[src/rtl/halfline_field_seq.sv]
module halfline_field_seq #(
  parameter int EQU_W = 4,
  parameter int LEN_W = 10,
  parameter int CNT_W = 14
) (
  input  logic             clk,
  input  logic             rst_n,
  input  logic             wr_en,
  input  logic [2:0]       wr_sel,
  input  logic [15:0]      wr_data,
  input  logic             hl_tick,
  input  logic             px_tick,
  output logic             field_begin,
  output logic             begin_odd,
  output logic             field_end,
  output logic             field_odd,
  output logic             line_start,
  output logic [CNT_W-1:0] halfline,
  output logic [CNT_W-1:0] vpos,
  output logic [LEN_W:0]   hpos
);

  localparam logic [CNT_W-1:0] ONE      = CNT_W'(1);
  localparam int               RST_EVEN = 3*6 + 503 + 4;
  localparam int               RST_ODD  = 3*6 + 502 + 5;

  logic [EQU_W-1:0] equ_q;
  logic [LEN_W-1:0] act_q, opre_q, opost_q, epre_q, epost_q, hw_q;
  logic [CNT_W-1:0] even_len, odd_len;
  logic [CNT_W-1:0] odd_first_q, even_last_q, odd_last_q;
  logic [CNT_W-1:0] nxt;
  logic [LEN_W:0]   hlim;

  function automatic logic [CNT_W-1:0] fld_len(input logic [EQU_W-1:0] e,
                                               input logic [LEN_W-1:0] a,
                                               input logic [LEN_W-1:0] p,
                                               input logic [LEN_W-1:0] s);
    logic [CNT_W-1:0] raw;
    raw = CNT_W'(e) * CNT_W'(3) + CNT_W'(p) + CNT_W'(a) * CNT_W'(2) + CNT_W'(s);
    return (raw == '0) ? ONE : raw;
  endfunction

  always_ff @(posedge clk or negedge rst_n) begin
    if (!rst_n) begin
      equ_q   <= EQU_W'(6);
      act_q   <= '0;
      opre_q  <= LEN_W'(502);
      opost_q <= LEN_W'(5);
      epre_q  <= LEN_W'(503);
      epost_q <= LEN_W'(4);
      hw_q    <= LEN_W'(429);
    end else if (wr_en) begin
      case (wr_sel)
        3'd0: equ_q   <= wr_data[EQU_W-1:0];
        3'd1: act_q   <= wr_data[LEN_W-1:0];
        3'd2: opre_q  <= wr_data[LEN_W-1:0];
        3'd3: opost_q <= wr_data[LEN_W-1:0];
        3'd4: epre_q  <= wr_data[LEN_W-1:0];
        3'd5: epost_q <= wr_data[LEN_W-1:0];
        3'd6: hw_q    <= wr_data[LEN_W-1:0];
        default: ;
      endcase
    end
  end

  assign even_len = fld_len(equ_q, act_q, epre_q, epost_q);
  assign odd_len  = fld_len(equ_q, act_q, opre_q, opost_q);

  always_ff @(posedge clk or negedge rst_n) begin
    if (!rst_n) begin
      even_last_q <= CNT_W'(RST_EVEN);
      odd_first_q <= CNT_W'(RST_EVEN + 1);
      odd_last_q  <= CNT_W'(RST_EVEN + RST_ODD);
    end else begin
      even_last_q <= even_len;
      odd_first_q <= even_len + ONE;
      odd_last_q  <= even_len + odd_len;
    end
  end

  assign nxt  = (halfline >= odd_last_q) ? ONE : halfline + ONE;
  assign vpos = (halfline + ONE) >> 1;
  assign hlim = {hw_q, 1'b0};

  always_ff @(posedge clk or negedge rst_n) begin
    if (!rst_n) begin
      halfline    <= ONE;
      field_odd   <= 1'b1;
      field_begin <= 1'b0;
      begin_odd   <= 1'b0;
      field_end   <= 1'b0;
      line_start  <= 1'b0;
    end else begin
      field_begin <= 1'b0;
      field_end   <= 1'b0;
      line_start  <= 1'b0;
      if (hl_tick) begin
        halfline   <= nxt;
        line_start <= nxt[0];
        field_end  <= (nxt == even_last_q) || (nxt == odd_last_q);
        if (nxt == ONE || nxt == odd_first_q) begin
          field_begin <= 1'b1;
          begin_odd   <= (nxt == odd_first_q);
          field_odd   <= (nxt == odd_first_q);
        end
      end
    end
  end

  always_ff @(posedge clk or negedge rst_n) begin
    if (!rst_n)
      hpos <= (LEN_W+1)'(1);
    else if (hl_tick && nxt[0])
      hpos <= (LEN_W+1)'(1);
    else if (px_tick && hpos < hlim)
      hpos <= hpos + (LEN_W+1)'(1);
  end

  p_begin_tag_r2: assert property (@(posedge clk) disable iff (!rst_n)
    field_begin |-> (field_odd == begin_odd));

  p_wrap_r3: assert property (@(posedge clk) disable iff (!rst_n)
    (hl_tick && halfline >= odd_last_q) |=> (halfline == ONE));

  p_hold_r3: assert property (@(posedge clk) disable iff (!rst_n)
    !hl_tick |=> $stable(halfline));

  p_nonzero_r10: assert property (@(posedge clk) disable iff (!rst_n)
    halfline != '0);

  p_line_odd_r5: assert property (@(posedge clk) disable iff (!rst_n)
    line_start |-> halfline[0]);

  p_hpos_min_r7: assert property (@(posedge clk) disable iff (!rst_n)
    hpos != '0);

endmodule

[config.mk]
export PLATFORM = sky130hd
export DESIGN_NAME = halfline_field_seq
export DESIGN_NICKNAME = d
export VERILOG_FILES = /design/src/rtl/halfline_field_seq.sv
export SDC_FILE = /design/constraint.sdc
export NUM_CORES = 1
export LEC_CHECK = 0
export ABC_AREA = 1
export CORE_ASPECT_RATIO = 0.7
export CORE_UTILIZATION = 31
export CTS_BUF_LIST = sky130_fd_sc_hd__clkbuf_16
export CTS_CLUSTER_SIZE = 40
export DETAILED_ROUTE_END_ITERATION = 6
export SYNTH_ARGS = -nofsm -noshare
export SYNTH_HDL_FRONTEND = slang
export SYNTH_SLANG_ARGS = --single-unit
[constraint.sdc]
create_clock -name clk -period 14.8 [get_ports clk]
set_input_delay 2.96 -clock clk [delete_from_list [all_inputs] [get_ports clk]]
set_output_delay 2.96 -clock clk [all_outputs]
set_load 0.005 [all_outputs]
==> results of run 1 <==
[routing by layer]
metal  up-vias  track usage, %  share of wire [%]
met4         0           5.037                1.1
met3        19           3.463                6.0
met2       188           22.13                 41
li1       3723               -                  -
met5         -               0                  0
met1      3465           24.19                 52
[layout by cell type (no fill, tap or decap), types with 3 or more instances in the layout]
cell	count
a21oi_1	40
clkbuf_16	17
clkdlybuf4s50_1	59
clkinv_2	3
clkinvlp_4	4
dfrtp_1	94
dfstp_2	41
fa_1	34
ha_1	68
inv_1	187
nand2_1	306
nand2_2	3
nand3_1	52
nand3b_1	8
nand4_1	18
nand4_2	5
nor2_1	79
nor2_2	8
nor2_4	5
nor3_1	5
o21ai_0	89
o31ai_1	3
xnor2_1	12
xor2_1	27
xor2_2	3
[critical path: stages, from the launching register on]
cell and delay [ns]:
dfstp_2 0.61, ha_1 0.22, nand2_1 0.07, nor2_1 0.14, xor2_1 0.47, clkdlybuf4s50_1 0.61
[worst paths after layout]
path                                   to  cells after the start  slack [ns]         from
max                               vpos[5]                      5        9.29  halfline[0]
min                             field_odd                      2        0.47    field_odd
max reg2reg                odd_last_q[12]                     27        9.40     equ_q[1]
min reg2reg                     field_odd                      2        0.47    field_odd
max in group asynchronous         hpos[0]                      2       11.08        rst_n
min in group asynchronous      opost_q[4]                      1        2.59        rst_n
[metrics by stage]
step	instances	cell area, um^2	utilization, %	worst slack, ns
detailed placement	1558	10170	35.05	9.425
CTS	1590	10750	37.05	9.310
global placement	1558	10170	35.05	9.430
floorplan	1143	9191	-	10.01
global route	1590	10750	37.05	8.969
finish	1590	10750	37.05	9.285
[registers in the layout, indices dropped and copies added, names as in the netlist]
signal	flops
halfline	14
even_last_q	13
opre_q	10
epost_q	10
begin_odd	1
hpos	11
field_odd	1
opost_q	10
field_begin	1
equ_q	4
line_start	1
epre_q	10
odd_first_q	14
field_end	1
odd_last_q	14
hw_q	10
act_q	10
[cell usage after synthesis, types with 3 or more instances]
| master | count |
|---|---|
| dfrtp_1 | 94 |
| dfstp_2 | 41 |
| nand3_1 | 52 |
| nand2_2 | 3 |
| xor2_2 | 3 |
| a21oi_1 | 40 |
| nand2_1 | 306 |
| nand3b_1 | 8 |
| o31ai_1 | 3 |
| nand4_1 | 18 |
| nand4_2 | 5 |
| ha_1 | 68 |
| xor2_1 | 27 |
| xnor2_1 | 12 |
| o21ai_0 | 89 |
| nor2_4 | 5 |
| clkbuf_1 | 19 |
| inv_1 | 186 |
| nor2_2 | 8 |
| buf_4 | 3 |
| fa_1 | 34 |
| nor2_1 | 79 |
| nor3_1 | 5 |
[cell type report]
type,count,area (um^2),area share (%)
Inverter,187,701.9,6.529
Sequential cell,135,3430,31.90
Multi-Input combinational cell,797,4956,46.10
Clock inverter,15,155.1,1.443
Clock buffer,17,425.4,3.957
Tap cell,378,473.0,4.399
Timing Repair Buffer,61,609.3,5.668
[cell families after synthesis]
group / after synthesis
AOI/OAI and AO/OA: 153
xor gates and xnor gates: 44
adders and majority gates: 102
buffers and inverters: 211
DFF: 135
other: 1
and+or+nand+nor: 496
==> flow_summary.toml, run 1 <==
[synth]
synthSimpleGateAreaFrac_pct = 23.36
synthTopCellsByArea = "dfrtp_1, nand2_1, dfstp_2"
synth_top_family_by_area = "simple AND/OR/NAND/NOR gates"
synth_compound_area_share_pct = 9.233
netlist_area_um2 = 9188
yosys_warnings = 0
synth_seq_cells = 135
synth_fa_ha_area_share_pct = 16.67
async_flop_share_pct = 100.0
synth_xor_area_share_pct = 4.603
synth_area_per_cell_um2 = 8.045
synth_top_area_share_pct = 25.60
synth.distinct_cells = 48
muxShareOfSynthArea_pct = 0
seq_area_frac_synth_pct = 37.33
syn_inst = 1142
synth_ff_type = "dfrtp_1"
synth_edf_count = 0
synth_top_area_cell = "dfrtp_1"

[job]
maxCapViolations = 0

[worst_setup_path]
cp-end-kind = "output port"
critPathLaunchType = "flip-flop"
cp_data_required_time_ns = 11.84
critical_path.max_fanout = 7
critical_path_class = "flip-flop to output port"
cp.arrival_ns = 2.55

[clocking]
root_buffer = "clkbuf_16"
clkLatencyLatePin_ns = 0.43
cts.path.max_buffers = 2
h-tree-depth = 4
ctsResizeCount = 0
numCtsBuffers = 17
holdBufCountCts = 0
post_cts_buffers = 0
cts_tree = "done"
clock_sinks = 135
clkSlewWorstSetupHoldPaths_ns = 0.06

[global_routing]
grt_pass1_wl_mm = 37.75
grt_pass1_vias = 7085
grt_overflow = 0
grt_max_degree = 93
track_usage_pct = 15.92
antenna_found_initial = 1

[timing]
min_period_ns = 5.515
rsz0062_at_grt = "false"
slew_headroom_pct = 30.04
whs_ns = 0.4696
tns_ns = 0
setup_violations = 0
fin_skew_ns = 0.009338
slew_violations = 0
fmax_mhz = 181.3
post-route-period-util_pct = 37.26
hold_viol_final = 0
tightest_slew_ns = 1.046

[detailed_routing]
vias_per_cell = 4.651
drtAntennaViolNets = 0
routedWlPerCell_um = 14.49
vias = 7395
dr.first_iter.drc_count = 620
routed_wl_mm = 23.04
first_pass_iters = 5
route.detailed.drc = 0

[floorplanning]
std_cell_rows = 52
ios = 68
core_um2 = 29020
fp.dieW_um = 207.8
die_h_um = 146.0
initial_core_util_pct = 31.66
die_area_um2 = 30340

[placement]
dp_hpwl_mm = 17.87
routabilityCongestion = 0.8875
io_buffers = 60

[outcome]
status = "finished clean"

[final_layout]
drive_gt1_share_pct = 8.911
nFillCells = 2988
area_growth_syn_to_layout_pct = 17.01
fin_nets = 1325
antenna_cells = 0

[hold_path]
hold_path.class = "flip-flop to flip-flop"
Power of run 1 is not shown: default switching activity piles up to over one toggle a cycle in this logic, so the estimate is an artifact.
==> run 2, diff against run 1 <==
==> constraint.sdc (replaced) <==
create_clock -name clk -period 4.51 [get_ports clk]
set_input_delay 0.902 -clock clk [delete_from_list [all_inputs] [get_ports clk]]
set_output_delay 0.902 -clock clk [all_outputs]
set_load 0.005 [all_outputs]
==> run 2 against run 1 <==
Against the previous run: the flow now finishes with violations (negative setup slack); largest cell class unchanged; critical path depth up 22; die area is the same; critical endpoint is now odd_last_q[12]; global-route usage up 1.2 points.
==> flow_summary.toml, run 2 (synthesis gave the netlist of run 1 again) <==
[floorplanning]
fp.dieW_um = 207.8
ios = 68
core_um2 = 29020
die_h_um = 146.0
die_area_um2 = 30340
std_cell_rows = 52
initial_core_util_pct = 31.66

[placement]
dp_hpwl_mm = 19.13
io_buffers = 60
routabilityCongestion = 0.9246

[timing]
post-route-period-util_pct = 106.7
worst_slack_ns = -0.3033
rsz0062_at_grt = "true"
fin_skew_ns = 0.008822
hold_viol_final = 0
setup_violations = 10
tns_ns = -2.191
tightest_slew_ns = 0.9406
slew_violations = 0
min_period_ns = 4.813
slew_headroom_pct = 37.29
fmax_mhz = 207.8

[clocking]
root_buffer = "clkbuf_16"
cts_tree = "done"
cts.path.max_buffers = 2
h-tree-depth = 4
clkSlewWorstSetupHoldPaths_ns = 0.06
numCtsBuffers = 17
clkLatencyLatePin_ns = 0.43
clock_sinks = 135

[worst_setup_path]
critical_path.max_fanout = 4
critical-path-top-delay-family = "adder cells"
cp-end-kind = "flip-flop"
cp.arrival_ns = 5.14
critical_path_class = "flip-flop to flip-flop"
cp_data_required_time_ns = 4.83
cp.buffers_inverters = 7
max_stage_delay_ns = 0.59
critPathMostFrequentCell = "nand3_2"
slowest_stage = "dfstp_2"
critPathLaunchType = "flip-flop"

[final_layout]
layout_commonest_cell = "nand2_1"
multi_input_area_um2 = 5360
nFillCells = 2921
drive_gt1_share_pct = 19.19
area_growth_syn_to_layout_pct = 27.45
seqCellArea_um2 = 3430
fin_nets = 1400
most-common-layout-cells = "nand2_1, inv_1, dfrtp_1"
largestRegisters = "halfline: 14 flops, odd_first_q: 14 flops, odd_last_q: 14 flops"
antenna_cells = 0

[detailed_routing]
routedWlPerCell_um = 15.02
vias = 7863
routed_wl_mm = 25.00
first_pass_iters = 6
vias_per_cell = 4.723
dr.first_iter.drc_count = 639
route.detailed.drc = 0
drtAntennaViolNets = 0

[global_routing]
antenna_found_initial = 0
grt_overflow = 0
track_usage_pct = 17.11
grt_pass1_vias = 7567
grt_pass1_wl_mm = 40.67
grt_max_degree = 97

[job]
maxCapViolations = 0

[hold_path]
hold_path.class = "flip-flop to flip-flop"

[outcome]
violations = "negative setup slack"
status = "complete, but fails checks"
[run 2: cell count changes in the layout (fill, tap and decap cells not counted), moves of 7 or more]
cell / delta
nand2_2: +10
inv_2: +8
nand3_2: +7
buf_4: +69
ha_1: -9
nand2_1: -16
nand3_1: -9
ha_4: +7
[run 2: final cells by class]
cell class / instances / share of cell area [%]
Multi-Input combinational cell: 797 / 45.77
Sequential cell: 135 / 29.29
Timing Repair Buffer: 136 / 10.20
Clock inverter: 15 / 1.047
Clock buffer: 17 / 3.633
Inverter: 187 / 6.016
Tap cell: 378 / 4.039
[run 2: path summary, 6_finish.rpt]
path                       slack, ns  startpoint  depth (start not counted)        endpoint
setup / recovery               -0.30    equ_q[1]                         27  odd_last_q[12]
hold / removal                  0.47   field_odd                          2       field_odd
setup reg to reg               -0.30    equ_q[1]                         27  odd_last_q[12]
hold reg to reg                 0.47   field_odd                          2       field_odd
max in group asynchronous       3.01       rst_n                          2  odd_first_q[1]
min in group asynchronous       0.53       rst_n                          1         hw_q[4]
[run 2: through the flow]
stage / instances / utilization [%] / cell area (um^2) / hold WS, ns / worst slack, ns
floorplan: 1143 / - / 9239 / 0.4530 / -0.09684
global placement: 1611 / 36.58 / 10620 / 0.4616 / -0.6238
detailed placement: 1611 / 36.58 / 10620 / 0.4618 / -0.6614
CTS: 1657 / 39.67 / 11510 / 0.4723 / -0.3683
global route: 1665 / 40.35 / 11710 / 0.5057 / -0.5866
finish: 1665 / 40.35 / 11710 / 0.4666 / -0.3033
[run 2: tightest hold or removal path: cells and delay by family, from the launching register on]
family	cells	cell delay (ns)
and+or+nand+nor	2	0.10
DFF	1	0.36
[run 2: layer usage]
| layer | vias to the layer above | global-route usage [%] | routed length (um) |
|---|---|---|---|
| met4 | 0 | 3.222 | 186 |
| met1 | 3766 | 26.32 | 12850 |
| met2 | 198 | 24.58 | 10560 |
| li1 | 3881 | - | - |
| met5 | - | 0 | 0 |
| met3 | 18 | 3.463 | 1407 |
[run 2: timing repair]
| item | CTS | global route |
|---|---|---|
| pin swaps | 43 | 39 |
| buffers inserted | 15 | 8 |
| endpoints found under the setup margin | 13 | 13 |
| gates resized for setup | 52 | 34 |
| hold buffers | 0 | 0 |
| cloned | 0 | 0 |
Power of run 2 is left out for the same reason.
